File: config.mk
export PLATFORM = sky130hd
export DESIGN_NAME = crc_cmd_gate
export DESIGN_NICKNAME = d
export VERILOG_FILES = /design/src/rtl/cgate_pkg.sv /design/src/rtl/cgate_verdict.sv /design/src/rtl/cgate_sticky.sv /design/src/rtl/cgate_launch.sv /design/src/rtl/crc_cmd_gate.sv
export SDC_FILE = /design/constraint.sdc
export NUM_CORES = 1
export LEC_CHECK = 0
export ABC_AREA = 0
export BUFFER_PORTS_ARGS = -buffer_cell sky130_fd_sc_hd__buf_2
export CAP_MARGIN = 10
export CORE_AREA = 2 2 39 41
export DETAILED_ROUTE_END_ITERATION = 8
export DIE_AREA = 0 0 41 43
export PLACE_DENSITY = 0.44
export SYNTH_ARGS = -nofsm -noshare
export SYNTH_HDL_FRONTEND = slang
export SYNTH_SLANG_ARGS = --single-unit
File: constraint.sdc
create_clock -name clk -period 0.8 [get_ports clk]
set_input_delay 0.12 -clock clk [delete_from_list [all_inputs] [get_ports clk]]
set_output_delay 0.12 -clock clk [all_outputs]
set_load 0.01 [all_outputs]
File: src/rtl/cgate_pkg.sv
package cgate_pkg;
  localparam int CMD_W = 3;

  typedef enum logic [CMD_W-1:0] {
    CMD_NULL    = 3'b000,
    CMD_RESET   = 3'b001,
    CMD_STANDBY = 3'b010,
    CMD_WAKEUP  = 3'b011,
    CMD_LOCK    = 3'b100,
    CMD_UNLOCK  = 3'b101,
    CMD_RREG    = 3'b110,
    CMD_WREG    = 3'b111
  } cmd_e;
endpackage

File: src/rtl/cgate_verdict.sv
module cgate_verdict #(
  parameter int CMD_W = 3,
  parameter logic [CMD_W-1:0] WR_CODE = '1
) (
  input  logic             frame_end,
  input  logic             chk_en,
  input  logic             crc_ok,
  input  logic [CMD_W-1:0] cmd_code,
  output logic             frame_fail,
  output logic             permit
);
  logic is_write;

  always_comb begin
    is_write   = (cmd_code == WR_CODE);
    frame_fail = frame_end && chk_en && !crc_ok;
    permit     = frame_end && (!frame_fail || is_write);
  end
endmodule

File: src/rtl/cgate_sticky.sv
module cgate_sticky (
  input  logic clk,
  input  logic rst_n,
  input  logic set_i,
  input  logic clr_i,
  output logic flag_o
);
  always_ff @(posedge clk) begin
    if (!rst_n)     flag_o <= 1'b0;
    else if (set_i) flag_o <= 1'b1;
    else if (clr_i) flag_o <= 1'b0;
  end

  AST_ERR_SET: assert property (@(posedge clk) disable iff (!rst_n)
    set_i |=> flag_o);
  AST_ERR_CLEAR: assert property (@(posedge clk) disable iff (!rst_n)
    (clr_i && !set_i) |=> !flag_o);
  AST_SET_WINS: assert property (@(posedge clk) disable iff (!rst_n)
    (clr_i && set_i) |=> flag_o);
  AST_ERR_HOLD: assert property (@(posedge clk) disable iff (!rst_n)
    (!set_i && !clr_i) |=> $stable(flag_o));
endmodule

File: src/rtl/cgate_launch.sv
module cgate_launch #(
  parameter int CMD_W = 3
) (
  input  logic             clk,
  input  logic             rst_n,
  input  logic             frame_end,
  input  logic             permit,
  input  logic             frame_fail,
  input  logic [CMD_W-1:0] cmd_code,
  output logic             exec_pulse,
  output logic [CMD_W-1:0] exec_cmd,
  output logic             null_sel
);
  always_ff @(posedge clk) begin
    if (!rst_n) begin
      exec_pulse <= 1'b0;
      exec_cmd   <= '0;
      null_sel   <= 1'b0;
    end else begin
      exec_pulse <= permit;
      if (permit)    exec_cmd <= cmd_code;
      if (frame_end) null_sel <= frame_fail;
    end
  end

  AST_PULSE_AFTER_END: assert property (@(posedge clk) disable iff (!rst_n)
    exec_pulse |-> $past(frame_end));
  AST_NULL_LOAD: assert property (@(posedge clk) disable iff (!rst_n)
    frame_end |=> (null_sel == $past(frame_fail)));
  AST_NULL_HOLD: assert property (@(posedge clk) disable iff (!rst_n)
    !frame_end |=> $stable(null_sel));
endmodule

File: src/rtl/crc_cmd_gate.sv
module crc_cmd_gate #(
  parameter int CMD_W = cgate_pkg::CMD_W,
  parameter logic [CMD_W-1:0] WR_CODE = CMD_W'(cgate_pkg::CMD_WREG)
) (
  input  logic             clk,
  input  logic             rst_n,
  input  logic             chk_en,
  input  logic             frame_end,
  input  logic [CMD_W-1:0] cmd_code,
  input  logic             crc_ok,
  input  logic             status_sent,
  output logic             exec_pulse,
  output logic [CMD_W-1:0] exec_cmd,
  output logic             crc_err,
  output logic             null_reply_sel
);
  logic frame_fail;
  logic permit;

  cgate_verdict #(.CMD_W(CMD_W), .WR_CODE(WR_CODE)) u_verdict (
    .frame_end (frame_end),
    .chk_en    (chk_en),
    .crc_ok    (crc_ok),
    .cmd_code  (cmd_code),
    .frame_fail(frame_fail),
    .permit    (permit)
  );

  cgate_sticky u_sticky (
    .clk   (clk),
    .rst_n (rst_n),
    .set_i (frame_fail),
    .clr_i (status_sent),
    .flag_o(crc_err)
  );

  cgate_launch #(.CMD_W(CMD_W)) u_launch (
    .clk       (clk),
    .rst_n     (rst_n),
    .frame_end (frame_end),
    .permit    (permit),
    .frame_fail(frame_fail),
    .cmd_code  (cmd_code),
    .exec_pulse(exec_pulse),
    .exec_cmd  (exec_cmd),
    .null_sel  (null_reply_sel)
  );

  AST_OFF_ALL_RUN: assert property (@(posedge clk) disable iff (!rst_n)
    (frame_end && !chk_en) |=> (exec_pulse && exec_cmd == $past(cmd_code)));
  AST_OK_RUNS: assert property (@(posedge clk) disable iff (!rst_n)
    (frame_end && crc_ok) |=> exec_pulse);
  AST_BAD_BLOCKED: assert property (@(posedge clk) disable iff (!rst_n)
    (frame_end && chk_en && !crc_ok && cmd_code != WR_CODE) |=> !exec_pulse);
  AST_WRITE_PASSES: assert property (@(posedge clk) disable iff (!rst_n)
    (frame_end && cmd_code == WR_CODE) |=> exec_pulse);
  AST_OFF_NO_SET: assert property (@(posedge clk) disable iff (!rst_n)
    (!chk_en && !crc_err) |=> !crc_err);
endmodule

# Yosys cells after proc, flatten, opt, wreduce, memory -nomap -nowiden
# Cells that the tools add are included.
# op_classes
add_sub_neg	0
mul	0
div	0
order_cmp	0
n_eq_ne	1
shifts	0
muxes	2
n_bitwise	0
reduce_logical	7
# ops
operator	count
3-bit == test (second input constant)	1
1-bit logical AND	3
1-bit logical NOT	2
1-bit 2-to-1 mux	2
2-bit nonzero test	1
1-bit logical OR	1
# totals
regBits	6
latchBits	0
ramBits	0
rom_bits	0
in_bits	9
word_cells	14
memories	0

# Longest topological paths before layout
# Gate-level depths: netlist (run 1).
# depth
ltp_word	5
mapped_depth	3
mapped_depth_nobuf	3

# Hierarchy
# Synthesis (run 1) repeated with hierarchy kept, for this count alone.
# hier_totals
cells_unflattened	22
hier_area_um2	239.0
# by_module_without_submodules
module	n_inst	cells_each	area_each_um2	seq_area_each_um2
cgate_launch	1	14	172.7	100.1
cgate_sticky	1	3	41.3	20.0
cgate_verdict	1	5	25.0	0.0

# Worst setup path before layout (run 1)
# OpenSTA, ideal clock, no wires.
# synth_path
path_kind	input -> register
startpoint	in crc_ok
endpoint	reg u_launch.exec_cmd[1]
setup_ps	73
t_arrival_ps	545
required_ps	727
setup_slack_ps	182
cell_stages	3
path_buffers	0
path_cell_list	nand2b_4 > and2_4 > o22ai_2
# synth_between
elab_chain_cells	5
# synth_lines
element	line	source
start, declared	crc_cmd_gate.sv:10	input logic crc_ok,
1-bit logical NOT	cgate_verdict.sv:16	frame_fail = frame_end && chk_en && !crc_ok;
1-bit logical AND	cgate_verdict.sv:16	
1-bit logical NOT	cgate_verdict.sv:17	permit = frame_end && (!frame_fail || is_write);
1-bit logical OR	cgate_verdict.sv:17	
1-bit logical AND	cgate_verdict.sv:17	
end signal, assigned	cgate_launch.sv:21	if (permit) exec_cmd <= cmd_code;
end, declared	cgate_launch.sv:11	output logic [CMD_W-1:0] exec_cmd,
# Every way passes these cells.
# A chain may end at the register's enable or synchronous reset.

# Worst setup path in the final report (run 1)
# layout_path
startpoint	reg u_launch.exec_cmd[0]
endpoint	out exec_cmd[0]
# layout_lines
element	line	source
end, declared	crc_cmd_gate.sv:13	output logic [CMD_W-1:0] exec_cmd,
# No word-level cell between the ends.

==> impl_results.md, run 1 <==
* Hold WC Path Type: in -> reg
* Dpl cells at 58
* CP max FO at 2
* Die height at 43 um
* Clk sinks at 6
* Grt ovf at 0
* Number of cell rows at 14
* VDD IR max at 590.5 uV
* Core box area at 1384 um2
* Largest net degree at the start of global routing at 10
* Setup-failing EPs final at 0
* Die ar. at 1763 um2
* Post-Layout Cell Count at 62
* Synth area leader: dfxtp_1
* Avg Cell Area, Syn at 9.060 um2
* Max Freq at 1252 MHz
* Antenna Cells at 0
* Fin. Hold Viols at 0
* Fillcell total at 154
* Die width at 41 um
* Hold-fix buffers, CTS at 0
* Most frequent cells after synthesis: 6 x dfxtp_1, 4 x nand2_1, 3 x a21oi_1, 3 x nand3_1
* Cells after synthesis at 29
* Leakage at 0.1826 nW
* Fin util at 30.02%
* Routability congestion estimate at 0.7893
* Tmin final at 0.7989 ns
* Power Density at 1787 nW/um2
* Critical path's top delay family: flip-flops
* Initial antenna violation count at 0
* Final wirelength at 615 um
* HPWL after DPL at 461.9 um
* Netlist cell types at 14
* Total Power at 742.4 uW
* Top-area cell type share of the netlist area at 45.71%
* Footprint of the multi-input gates at 137.6 um2
* Fin crit share at 99.86%
* Clock Skew at 0 ns
* Maximum clock path buffer count at 2
* Vias per inst at 4.452
* CTS Root Cell: clkbuf_4
* Status: completed
* Worst path arrival time at 0.68 ns
* RSZ-0062 raised after global routing: true
* CTS buffer count at 3
* Syn nets at 38
* Residual DRC count at 0
* Routed vias at 276
* Worst skew pair latency at 0.25 ns
* CP max stage delay at 0.32 ns
* EDFF count, synth at 0
* Crit path kind: reg -> out
* DR iter-0 viols at 1
* WP buf/inv at 1
* Synthesis Warnings at 0
* Share of cells above drive strength 1 at 56.52%
* Final Max Slew Viols at 0
* Global-route wire length before repair at 1131 um
* Clk pin slew, worst setup/hold paths at 0.05 ns
* Yosys reg bits at 6
* Slew margin rel. at 89.70%
* Max Cap Violations at 0
* Starting Density at 18.99%
* Most frequent cell after synthesis: dfxtp_1
* Worst Setup End Kind: output pin
* CTS tree: built
* Post-Syn Area at 262.8 um2
* Num ports at 15
* Sequential fraction of the synthesis area at 45.71%
* Synth area leaders: dfxtp_1 46%, a21oi_1 5.7%, nand3_1 5.7%
* Avg WL per Cell at 9.919 um
* CP Launch Type: register
* Htree depth at 1
* First-pass DRT Iterations at 2
* Slowest cell on the critical path: dfxtp_2
* Synth async-reset ratio at 0%
* Slew @ Worst Pin at 0.1544 ns
* Register area at 126.4 um2
* Ys flop type: dfxtp_1
* Routed Antenna Nets at 0
* Vias in the first global route at 254
* Port bufs at 14
* GRT Total Usage at 10.06%
* Cells along the critical path: buf_6
* Area grow syn2layout at 58.10%
* Setup TNS at 0 ns
* CP required at 0.68 ns
* Layout Nets at 57
==> path summary, 6_finish.rpt <==
check                             from                    to  slack (ns)  cells after the start
setup reg to reg  u_launch.exec_cmd[1]  u_launch.exec_cmd[1]        0.12                      3
hold reg to reg   u_launch.exec_cmd[0]  u_launch.exec_cmd[0]        0.48                      2
hold / removal             status_sent       u_sticky.flag_o        0.13                      3
setup / recovery  u_launch.exec_cmd[0]           exec_cmd[0]       0.001                      1
==> layout by cell type (no fill, tap or decap) <==
cell type  count
nand2b_4       1
buf_6          5
buf_2          9
nor2_1         1
nand2_1        4
clkbuf_4       3
a21oi_1        3
nand3b_1       1
a21boi_0       2
dfxtp_1        1
nand3_1        3
dfxtp_2        5
buf_4          1
o22ai_1        2
o22ai_2        1
nand2b_1       2
and2_4         1
a31oi_1        1
==> worst reg2reg max path: stages (launching register included) <==
cell     delay, ns
dfxtp_2       0.32
buf_4         0.12
nand2_1       0.06
o22ai_2       0.07
==> flip-flops by register name, indices dropped and copies added, names as in the netlist <==
| register | flops |
|---|---|
| u_launch.exec_pulse | 1 |
| u_launch.null_sel | 1 |
| u_launch.exec_cmd | 3 |
| u_sticky.flag_o | 1 |
==> logic make-up (layout without fill, tap and decap cells) <==
group                  count (synthesis)  after routing  share of synthesized area [%]
AO/OA/AOI/OAI                          9              9                          23.33
AND/OR/NAND/NOR                       13             13                          29.04
buffers and inverters                  1             18                          1.903
flip-flops                             6              6                          45.72
==> routing by layer <==
| layer | track usage (%) | vias to the layer above | routed length (um) |
|---|---|---|---|
| met4 | 8.000 | 0 | 25 |
| met5 | 0 | - | 0 |
| met1 | 11.33 | 124 | 256 |
| met3 | 5.236 | 4 | 39 |
| met2 | 13.44 | 7 | 294 |
| li1 | - | 141 | - |
==> timing repair <==
| item | CTS | global route |
|---|---|---|
| endpoints found under the setup margin | 5 | 6 |
| gates cloned | 0 | 0 |
| pin swaps | 0 | 0 |
| gates resized for setup | 10 | 0 |
| buffers inserted | 0 | 1 |
==> metrics by stage <==
stage	worst slack, ns	instance area (um2)	hold slack, ns
floorplan	0.1819	262.8	0.2392
CTS	-0.008170	407.9	0.1323
finish	0.001137	415.4	0.1330
global placement	0.05765	347.8	0.3999
global route	-0.02627	415.4	0.1587
detailed placement	0.05031	347.8	0.4069
==> final cells by class <==
| class | instances | area share [%] |
|---|---|---|
| Clock buffer | 3 | 5.422 |
| Multi-Input combinational cell | 22 | 33.13 |
| Sequential cell | 6 | 30.42 |
| Tap cell | 16 | 4.819 |
| Timing Repair Buffer | 15 | 26.20 |
==> power by group <==
part	switching [mW]	internal (mW)
sequential	0.00916	0.319
combinational	0.0551	0.0692
clock	0.120	0.170
Power figures use the tool's default switching activity.
==> inputs of run 2 (changes only) <==
--- a/config.mk
+++ b/config.mk
@@ -11,6 +11,7 @@
 export CORE_AREA = 2 2 39 41
 export DETAILED_ROUTE_END_ITERATION = 8
 export DIE_AREA = 0 0 41 43
+export MAX_ROUTING_LAYER = met4
 export PLACE_DENSITY = 0.44
 export SYNTH_ARGS = -nofsm -noshare
 export SYNTH_HDL_FRONTEND = slang
==> run 2 against run 1 <==
Via count unchanged; highest routed layer unchanged; final cell count unchanged; global-route usage increased by 0.25 points; flip-flop and latch count unchanged; routed wire length decreased by 0.16%; critical path depth unchanged; clock-buffer cell count unchanged; design area unchanged; die area unchanged; total power about the same.
==> impl_results.md, run 2 (synthesis gave the netlist of run 1 again) <==
* Status: completed
* Final wirelength at 614 um
* DR iter-0 viols at 1
* Routability congestion estimate at 0.8003
* CP Launch Type: register
* Biggest register: u_launch.exec_cmd
* CTS Root Cell: clkbuf_4
* VDD IR max at 590.5 uV
* Clk pin slew, worst setup/hold paths at 0.05 ns
* Setup-failing EPs final at 0
* Max Cap Violations at 0
* Core box area at 1384 um2
* Crit path kind: reg -> out
* Maximum clock path buffer count at 2
* CTS tree: built
* Fin crit share at 99.85%
* First-pass DRT Iterations at 2
* CP required at 0.68 ns
* Post-Layout Cell Count at 62
* CP max stage delay at 0.32 ns
* Cells along the critical path: buf_6
* RSZ-0062 raised after global routing: true
* Starting Density at 18.99%
* Layout Nets at 57
* Routed vias at 276
* Number of cell rows at 14
* Design area at 415.4 um2
* Antenna Cells at 0
* Global-route wire length before repair at 1131 um
* CP max FO at 2
* Clk sinks at 6
* Vias in the first global route at 254
* Most frequent cells in the layout: 9 x buf_2, 5 x buf_6, 5 x dfxtp_2
* Die height at 43 um
* Die ar. at 1763 um2
* Num ports at 15
* Share of cells above drive strength 1 at 56.52%
* Power Density at 1787 nW/um2
* Port bufs at 14
* Max FFs per register at 3
* WP buf/inv at 1
* Most common cell after layout, fill and taps aside: buf_2
* Clock Skew at 0 ns
* Die width at 41 um
* Slew margin rel. at 89.70%
* Dpl cells at 58
* Worst path arrival time at 0.68 ns
* Placed Area at 347.8 um2
* Initial antenna violation count at 0
* Leakage at 0.1826 nW
* Grt ovf at 0
* Residual DRC count at 0
* Worst Setup End Kind: output pin
* Largest net degree at the start of global routing at 10
* Worst skew pair latency at 0.25 ns
* Fin. Hold Viols at 0
* CTS buffer count at 3
* Tmin final at 0.7988 ns
* GRT Total Usage at 10.31%
* Critical path's top delay family: flip-flops
* Max Freq at 1252 MHz
* Avg WL per Cell at 9.903 um
* Area grow syn2layout at 58.10%
* HPWL after DPL at 461.9 um
* Final Max Slew Viols at 0
* Vias per inst at 4.452
* Slowest cell on the critical path: dfxtp_2
* Slew @ Worst Pin at 0.1544 ns
* Routed Antenna Nets at 0
* Htree depth at 1
* Hold WC Path Type: in -> reg
run 2: cell counts in the layout (fill, tap and decap cells not counted):
No cell type changed its count.
run 2: per-stage QoR:
step / hold WS [ns] / worst slack, ns / TNS, ns / utilization (%) / power (mW)
after floorplan: 0.2392 / 0.1819 / 0 / - / 0.3834
after global placement: 0.3999 / 0.05765 / 0 / 25.14 / 0.4353
after detailed placement: 0.4069 / 0.05031 / 0 / 25.14 / 0.4340
after CTS: 0.1323 / -0.008170 / -0.02211 / 29.48 / 0.7516
after global routing: 0.1587 / -0.02598 / -0.1168 / 30.02 / 0.7958
final: 0.1330 / 0.001221 / 0 / 30.02 / 0.7424
run 2: worst paths after layout:
kind	startpoint	end	slack [ns]	cells past startpoint
worst max register to register	u_launch.exec_cmd[1]	u_launch.exec_cmd[1]	0.12	3
worst max-delay path	u_launch.exec_cmd[0]	exec_cmd[0]	0.001	1
worst min-delay path	status_sent	u_sticky.flag_o	0.13	3
worst min register to register	u_launch.exec_cmd[0]	u_launch.exec_cmd[0]	0.48	2
run 2: where the power goes:
part / internal (mW) / total (mW) / leakage, nW / switching, mW
logic: 0.0692 / 0.124 / 0.118 / 0.0551
clock network: 0.170 / 0.290 / 0.0138 / 0.120
registers: 0.319 / 0.328 / 0.0513 / 0.00916
total: 0.559 / 0.742 / 0.183 / 0.184
run 2: cell type report:
cell class	count	area (um2)
tap	16	20.02
fill	154	968.4
sequential	6	126.4
timing repair buffer	15	108.9
clock buffer	3	22.52
multi-input combinational	22	137.6
run 2: timing repair:
| item | CTS | global route |
|---|---|---|
| endpoints found under the setup margin | 5 | 6 |
| buffers inserted | 0 | 1 |
| resized for setup | 10 | 0 |
| hold endpoints to repair | 0 | 0 |
| hold buffers | 0 | 0 |
run 2: worst reg2reg max path, delay by kind of cell, from the launching register on:
family          cells  cell delay (ns)
flops               1             0.32
compound gates      1             0.07
simple gates        1             0.06
buf+inv             1             0.12
run 2: per-layer routing:
layer | track usage (%) | up-vias | share of wire (%) | routed length (um)
met5 | - | - | 0 | 0
met4 | 8.000 | 0 | 4.1 | 25
met3 | 4.712 | 4 | 6.4 | 39
met2 | 13.44 | 7 | 48 | 294
met1 | 11.65 | 124 | 42 | 256
li1 | - | 141 | - | -
